===== src/rtl/xonoff_pkg.sv =====
package xonoff_pkg;
  // code slot order inside the comparator bank
  localparam int unsigned SLOT_STOP_A = 0;
  localparam int unsigned SLOT_STOP_B = 1;
  localparam int unsigned SLOT_GO_A   = 2;
  localparam int unsigned SLOT_GO_B   = 3;
  localparam int unsigned NUM_SLOTS   = 4;

  // kind of pair a held character may still complete
  typedef struct packed {
    logic stop;
    logic go;
  } cand_t;
endpackage


===== src/rtl/xf_code_match.sv =====
module xf_code_match #(
  parameter int unsigned W = 8,
  parameter int unsigned N = 4
) (
  input  logic [W-1:0]        chr,
  input  logic [N-1:0][W-1:0] codes,
  output logic [N-1:0]        hit
);
  for (genvar gi = 0; gi < N; gi++) begin : g_cmp
    assign hit[gi] = (chr == codes[gi]);
  end
endmodule


===== src/rtl/xf_out_stage.sv =====
module xf_out_stage #(
  parameter int unsigned W = 8
) (
  input  logic         clk,
  input  logic         rst_n,
  input  logic         load,
  input  logic [W-1:0] load_data,
  input  logic         out_ready,
  output logic         out_valid,
  output logic [W-1:0] out_data,
  output logic         free
);
  assign free = !out_valid || out_ready;

  always_ff @(posedge clk or negedge rst_n) begin
    if (!rst_n) begin
      out_valid <= 1'b0;
      out_data  <= '0;
    end else if (load) begin
      out_valid <= 1'b1;
      out_data  <= load_data;
    end else if (out_ready) begin
      out_valid <= 1'b0;
    end
  end
endmodule


===== src/rtl/xf_halt_ctrl.sv =====
module xf_halt_ctrl (
  input  logic clk,
  input  logic rst_n,
  input  logic en,
  input  logic stop_ev,
  input  logic go_ev,
  input  logic irq_en,
  input  logic tx_busy,
  output logic tx_halt,
  output logic flag
);
  logic halt_req;

  always_ff @(posedge clk or negedge rst_n) begin
    if (!rst_n) begin
      halt_req <= 1'b0;
      tx_halt  <= 1'b0;
      flag     <= 1'b0;
    end else if (!en || go_ev) begin
      halt_req <= 1'b0;
      tx_halt  <= 1'b0;
      flag     <= 1'b0;
    end else begin
      if (stop_ev)               halt_req <= 1'b1;
      if (stop_ev && irq_en)     flag     <= 1'b1;
      if (halt_req && !tx_busy)  tx_halt  <= 1'b1;
    end
  end
endmodule


===== src/rtl/xonoff_filter.sv =====
module xonoff_filter
  import xonoff_pkg::*;
#(
  parameter int unsigned DATA_W = 8
) (
  input  logic              clk,
  input  logic              rst_n,
  input  logic              in_valid,
  output logic              in_ready,
  input  logic [DATA_W-1:0] in_data,
  output logic              out_valid,
  input  logic              out_ready,
  output logic [DATA_W-1:0] out_data,
  input  logic [DATA_W-1:0] stop_a,
  input  logic [DATA_W-1:0] stop_b,
  input  logic [DATA_W-1:0] go_a,
  input  logic [DATA_W-1:0] go_b,
  input  logic              det_en,
  input  logic              pair_mode,
  input  logic              irq_en,
  input  logic              tx_busy,
  output logic              tx_halt,
  output logic              xoff_flag
);
  logic [NUM_SLOTS-1:0][DATA_W-1:0] codes;
  logic [NUM_SLOTS-1:0]             hit;

  assign codes[SLOT_STOP_A] = stop_a;
  assign codes[SLOT_STOP_B] = stop_b;
  assign codes[SLOT_GO_A]   = go_a;
  assign codes[SLOT_GO_B]   = go_b;

  xf_code_match #(.W(DATA_W), .N(NUM_SLOTS)) u_match (
    .chr   (in_data),
    .codes (codes),
    .hit   (hit)
  );

  // single holding stage: pair candidate, or plain character awaiting release
  logic              hold_valid, hold_valid_n;
  logic [DATA_W-1:0] hold_data, hold_data_n;
  cand_t             hold_cand, hold_cand_n;

  logic              out_free, out_load;
  logic [DATA_W-1:0] out_ld;
  logic              stop_ev, go_ev, accept, hold_rel;
  logic              first_stop, first_go;

  assign first_stop = hit[SLOT_STOP_A];
  assign first_go   = hit[SLOT_GO_A];
  assign hold_rel   = hold_valid &&
                      (!(hold_cand.stop || hold_cand.go) || !det_en || !pair_mode);
  assign in_ready   = !hold_rel && out_free;
  assign accept     = in_valid && in_ready;

  always_comb begin
    out_load     = 1'b0;
    out_ld       = in_data;
    hold_valid_n = hold_valid;
    hold_data_n  = hold_data;
    hold_cand_n  = hold_cand;
    stop_ev      = 1'b0;
    go_ev        = 1'b0;
    if (hold_rel) begin
      if (out_free) begin
        out_load     = 1'b1;
        out_ld       = hold_data;
        hold_valid_n = 1'b0;
        hold_cand_n  = '0;
      end
    end else if (accept) begin
      if (!det_en) begin
        out_load = 1'b1;
      end else if (!pair_mode) begin
        if (first_stop)    stop_ev  = 1'b1;
        else if (first_go) go_ev    = 1'b1;
        else               out_load = 1'b1;
      end else if (hold_valid) begin
        if (hold_cand.stop && hit[SLOT_STOP_B]) begin
          stop_ev      = 1'b1;
          hold_valid_n = 1'b0;
          hold_cand_n  = '0;
        end else if (hold_cand.go && hit[SLOT_GO_B]) begin
          go_ev        = 1'b1;
          hold_valid_n = 1'b0;
          hold_cand_n  = '0;
        end else begin
          out_load     = 1'b1;
          out_ld       = hold_data;
          hold_valid_n = 1'b1;
          hold_data_n  = in_data;
          hold_cand_n  = '{stop: first_stop, go: first_go};
        end
      end else if (first_stop || first_go) begin
        hold_valid_n = 1'b1;
        hold_data_n  = in_data;
        hold_cand_n  = '{stop: first_stop, go: first_go};
      end else begin
        out_load = 1'b1;
      end
    end
  end

  always_ff @(posedge clk or negedge rst_n) begin
    if (!rst_n) begin
      hold_valid <= 1'b0;
      hold_data  <= '0;
      hold_cand  <= '0;
    end else begin
      hold_valid <= hold_valid_n;
      hold_data  <= hold_data_n;
      hold_cand  <= hold_cand_n;
    end
  end

  xf_out_stage #(.W(DATA_W)) u_out (
    .clk       (clk),
    .rst_n     (rst_n),
    .load      (out_load),
    .load_data (out_ld),
    .out_ready (out_ready),
    .out_valid (out_valid),
    .out_data  (out_data),
    .free      (out_free)
  );

  xf_halt_ctrl u_halt (
    .clk     (clk),
    .rst_n   (rst_n),
    .en      (det_en),
    .stop_ev (stop_ev),
    .go_ev   (go_ev),
    .irq_en  (irq_en),
    .tx_busy (tx_busy),
    .tx_halt (tx_halt),
    .flag    (xoff_flag)
  );
endmodule


===== config.mk =====
export PLATFORM = sky130hd
export DESIGN_NAME = xonoff_filter
export DESIGN_NICKNAME = d
export VERILOG_FILES = /design/src/rtl/xonoff_pkg.sv /design/src/rtl/xf_code_match.sv /design/src/rtl/xf_out_stage.sv /design/src/rtl/xf_halt_ctrl.sv /design/src/rtl/xonoff_filter.sv
export SDC_FILE = /design/constraint.sdc
export NUM_CORES = 1
export LEC_CHECK = 0
export ABC_AREA = 0
export BUFFER_PORTS_ARGS = -buffer_cell sky130_fd_sc_hd__buf_2
export CAP_MARGIN = 20
export CORE_AREA = 3 3 60 62
export CTS_BUF_LIST = sky130_fd_sc_hd__clkbuf_4 sky130_fd_sc_hd__clkbuf_8 sky130_fd_sc_hd__clkbuf_16
export DETAILED_ROUTE_END_ITERATION = 10
export DIE_AREA = 0 0 63 65
export GPL_TIMING_DRIVEN = 0
export PLACE_DENSITY = 0.83
export SYNTH_ARGS = -nofsm -noshare
export SYNTH_HDL_FRONTEND = slang
export SYNTH_HIERARCHICAL = 1
export SYNTH_SLANG_ARGS = --single-unit

===== constraint.sdc =====
create_clock -name clk -period 3.2 [get_ports clk]
set_clock_uncertainty 0.05 [all_clocks]
set_input_delay 0.16 -clock clk [delete_from_list [all_inputs] [get_ports clk]]
set_output_delay 0.16 -clock clk [all_outputs]
set_load 0.01 [all_outputs]

==> impl_metrics.toml <==
[cts]
clk_pin_slew_ns = 0.15
ctsHoldBuffers = 1
cts-root-buf = "clkbuf_4"
cts.sink_count = 23
cts_setup_buffers = 0
clockBufferDepth = 2
htreeDepth = 1
clock_latency_ns = 0.32
tritoncts = "done"
cts_resized = 0
cts_buffers = 3

[sta]
final_hold_viol_count = 0
fmax_mhz = 463
worst_slack_ns = 1.04
tns_ns = 0
setup_violations = 0
slew_viol_final = 0
post-route-period-util_pct = 67.5
maxSlewHeadroom_pct = 64.5
timing.hold.ws_ns = 0.0246
worstMarginPinSlew_ns = 0.532
rsz0062_at_grt = "false"
period_needed_ns = 2.16

[flow_run]
max-cap-violations = 0

[setup_path]
cp_max_fo = 8
slowest_stage = "o32ai_4"
r2r-end = "u_out/out_data[2]"
r2r_setup_slack_ns = 1.04
path_buf_inv = 0
max_stage_delay_ns = 0.52
required_ns = 3.36
ff2ff_path_depth = 4
cp.arrival_ns = 2.32
crit_cells = 4
critPathLaunchType = "flip-flop"
endpoint_kind = "flip-flop"
crit_type = "reg2reg"
r2r_start = "hold_cand[1]"
crit_chain = "a22o_2, o32ai_4, mux2_2, mux2_4"
path_delay_family = "compound AO/OA/AOI/OAI gates"

[worst_hold_path]
holdPathStages = 3
min_path_type = "in2reg"
min_from = "irq_en"
whs_endpoint = "u_halt/flag"

[logic_synthesis]
synth-adder-area-share_pct = 0
synth-seq-cells = 23
synthMuxAreaShare_pct = 18.3
seq_area_frac_synth_pct = 35.1
synth_fp_nets = 200
synth_top_family_by_area = "multiplexers"
yosys_warnings = 6
synth_simple_gate_area_share_pct = 12.9
avgSynthCellArea_sq_um = 10.8
synthXorXnorAreaFrac_pct = 17.1
synthCells = 152
synth_area_sq_mm = 0.00164
synth_cell_types = 35
synth_compound_area_share_pct = 10.2

[final_layout]
insertedDiodeCount = 0
seq_area_sq_um = 576
multiInputGateArea_sq_um = 958
utilization_pct = 65.9
drive_above_1_share_pct = 48.6
fill_cells = 257
nNetsFinal = 265
syn_to_final_growth_pct = 23.7

[drt]
num_vias = 1360
final_antenna_net_count = 0
drcViolationCount = 0
dr.first_iter.drc_count = 42
viasPerCell = 5.23
dr.pass1.iters = 4
avgRoutedWirePerCell_um = 14.7
wirelength_um = 3810

[grt]
grt_pass1_vias = 1354
grt_usage_pct = 19.1
antenna_found_initial = 0
grt-ovfl-total = 0
grt_max_degree = 24
grt_pass1_wl_um = 6120

[floorplan]
coreArea_sq_mm = 0.00308
ios = 60
die-height_um = 65
die_area_sq_mm = 0.00410
start_util_pct = 53.3
die_w_um = 63
rows = 20

[placement]
gp_congestion = 0.835
dp_hpwl_um = 3060
portBuffers = 59
place_ws_ns = 0.777

[power]
power_mw = 0.663
p_leak_nw = 0.926
ir_worst_vdd_mv = 0.213
p_per_area_mw_per_mm2 = 327

[outcome]
status = "finished clean"
[synth_stat cells]
| library cell | count | share of area (%) |
|---|---|---|
| a31oi_1 | 2 | 0.76 |
| o22ai_1 | 1 | 0.38 |
| o21ai_0 | 1 | 0.31 |
| inv_1 | 4 | 0.92 |
| mux2_4 | 8 | 7.3 |
| xnor2_1 | 32 | 17 |
| or3_1 | 1 | 0.38 |
| mux2_2 | 16 | 11 |
| clkbuf_1 | 1 | 0.23 |
| o32ai_4 | 1 | 1.7 |
| nor3b_1 | 2 | 0.92 |
| clkbuf_2 | 1 | 0.31 |
| o211ai_1 | 1 | 0.46 |
| buf_2 | 2 | 0.61 |
| a22o_2 | 1 | 0.61 |
| buf_4 | 2 | 0.92 |
| and2_1 | 1 | 0.38 |
| a211o_2 | 1 | 0.61 |
| nand4_1 | 9 | 3.4 |
| a211o_1 | 1 | 0.53 |
| o211ai_2 | 1 | 0.76 |
| nand2b_1 | 3 | 1.1 |
| nor3_2 | 1 | 0.61 |
| o2111a_1 | 1 | 0.69 |
| o21ai_2 | 1 | 0.53 |
| o31ai_1 | 1 | 0.46 |
| dfrtp_1 | 23 | 35 |
| a21oi_1 | 6 | 1.8 |
| and4_1 | 1 | 0.53 |
| a21oi_2 | 1 | 0.53 |
| nand2b_4 | 1 | 0.84 |
| nor2_1 | 10 | 2.3 |
| buf_6 | 5 | 3.4 |
| and3_1 | 2 | 0.76 |
| nand2_1 | 7 | 1.6 |
[layer usage]
layer	vias to the layer above	track usage (%)	part of all wire, %
met4	0	5.79	0.97
met2	40	32.4	50
met3	6	3.81	5.4
li1	662	-	-
met1	652	24.4	43
met5	-	0	0
[power by group]
part | internal, mW | switching, mW | total [mW]
clock network | 0.0468 | 0.0968 | 0.144
logic | 0.107 | 0.0881 | 0.196
registers | 0.313 | 0.0116 | 0.324
total | 0.467 | 0.196 | 0.663
[worst reg2reg max path, cell delays in order, from the launching register on]
cell,delay (ns)
dfrtp_1,0.46
a22o_2,0.34
o32ai_4,0.52
mux2_2,0.40
mux2_4,0.26
[cell usage in the layout, fill, tap and decap left out, types with 2 or more instances in the layout]
master,instances
a21oi_1,6
a31oi_1,2
and3_1,2
buf_2,61
buf_4,2
buf_6,5
clkbuf_4,3
dfrtp_1,23
inv_1,4
mux2_2,16
mux2_4,8
nand2_1,7
nand2b_1,3
nand4_1,9
nor2_1,10
nor3b_1,2
xnor2_1,32
[sequential cells by signal (all words and copies together) (netlist names)]
signal           flops
hold_cand            2
hold_data            8
hold_valid           1
u_halt/flag          1
u_halt/halt_req      1
u_halt/tx_halt       1
u_out/out_data       8
u_out/out_valid      1
[through the flow]
step                      instances  area (sq um)
after CTS                       260          2030
after global routing            260          2030
after detailed placement        255          1990
after global placement          255          1990
final                           260          2030
after floorplan                 152          1640
[kinds of logic (layout without fill, tap and decap cells)]
logic type,Yosys count,after routing
buffers and inverters,15,79
flip-flops,23,23
XOR/XNOR,32,32
multiplexers,24,24
AO/OA/AOI/OAI,20,20
AND/OR/NAND/NOR,38,38
[worst max-delay path by stage]
stage | startpoint | end
after floorplan | in_data[5] | u_out/out_data[0]
after global placement | in_data[5] | u_out/out_data[1]
after detailed placement | in_data[5] | u_out/out_data[2]
after CTS | hold_cand[1] | u_out/out_data[2]
after global routing | hold_cand[1] | u_out/out_data[2]
final | hold_cand[1] | u_out/out_data[2]
[final cells by class]
cell class              count  share of cell area [%]
flip-flops and latches     23                    28.4
inverters                   4                   0.741
clock inverters             1                   0.247
well taps                  44                    2.72
clock buffers               3                    1.11
plain buffers              11                    4.44
repair buffers             60                    15.1
multi-input cells         114                    47.3
Power figures use the tool's default switching activity.
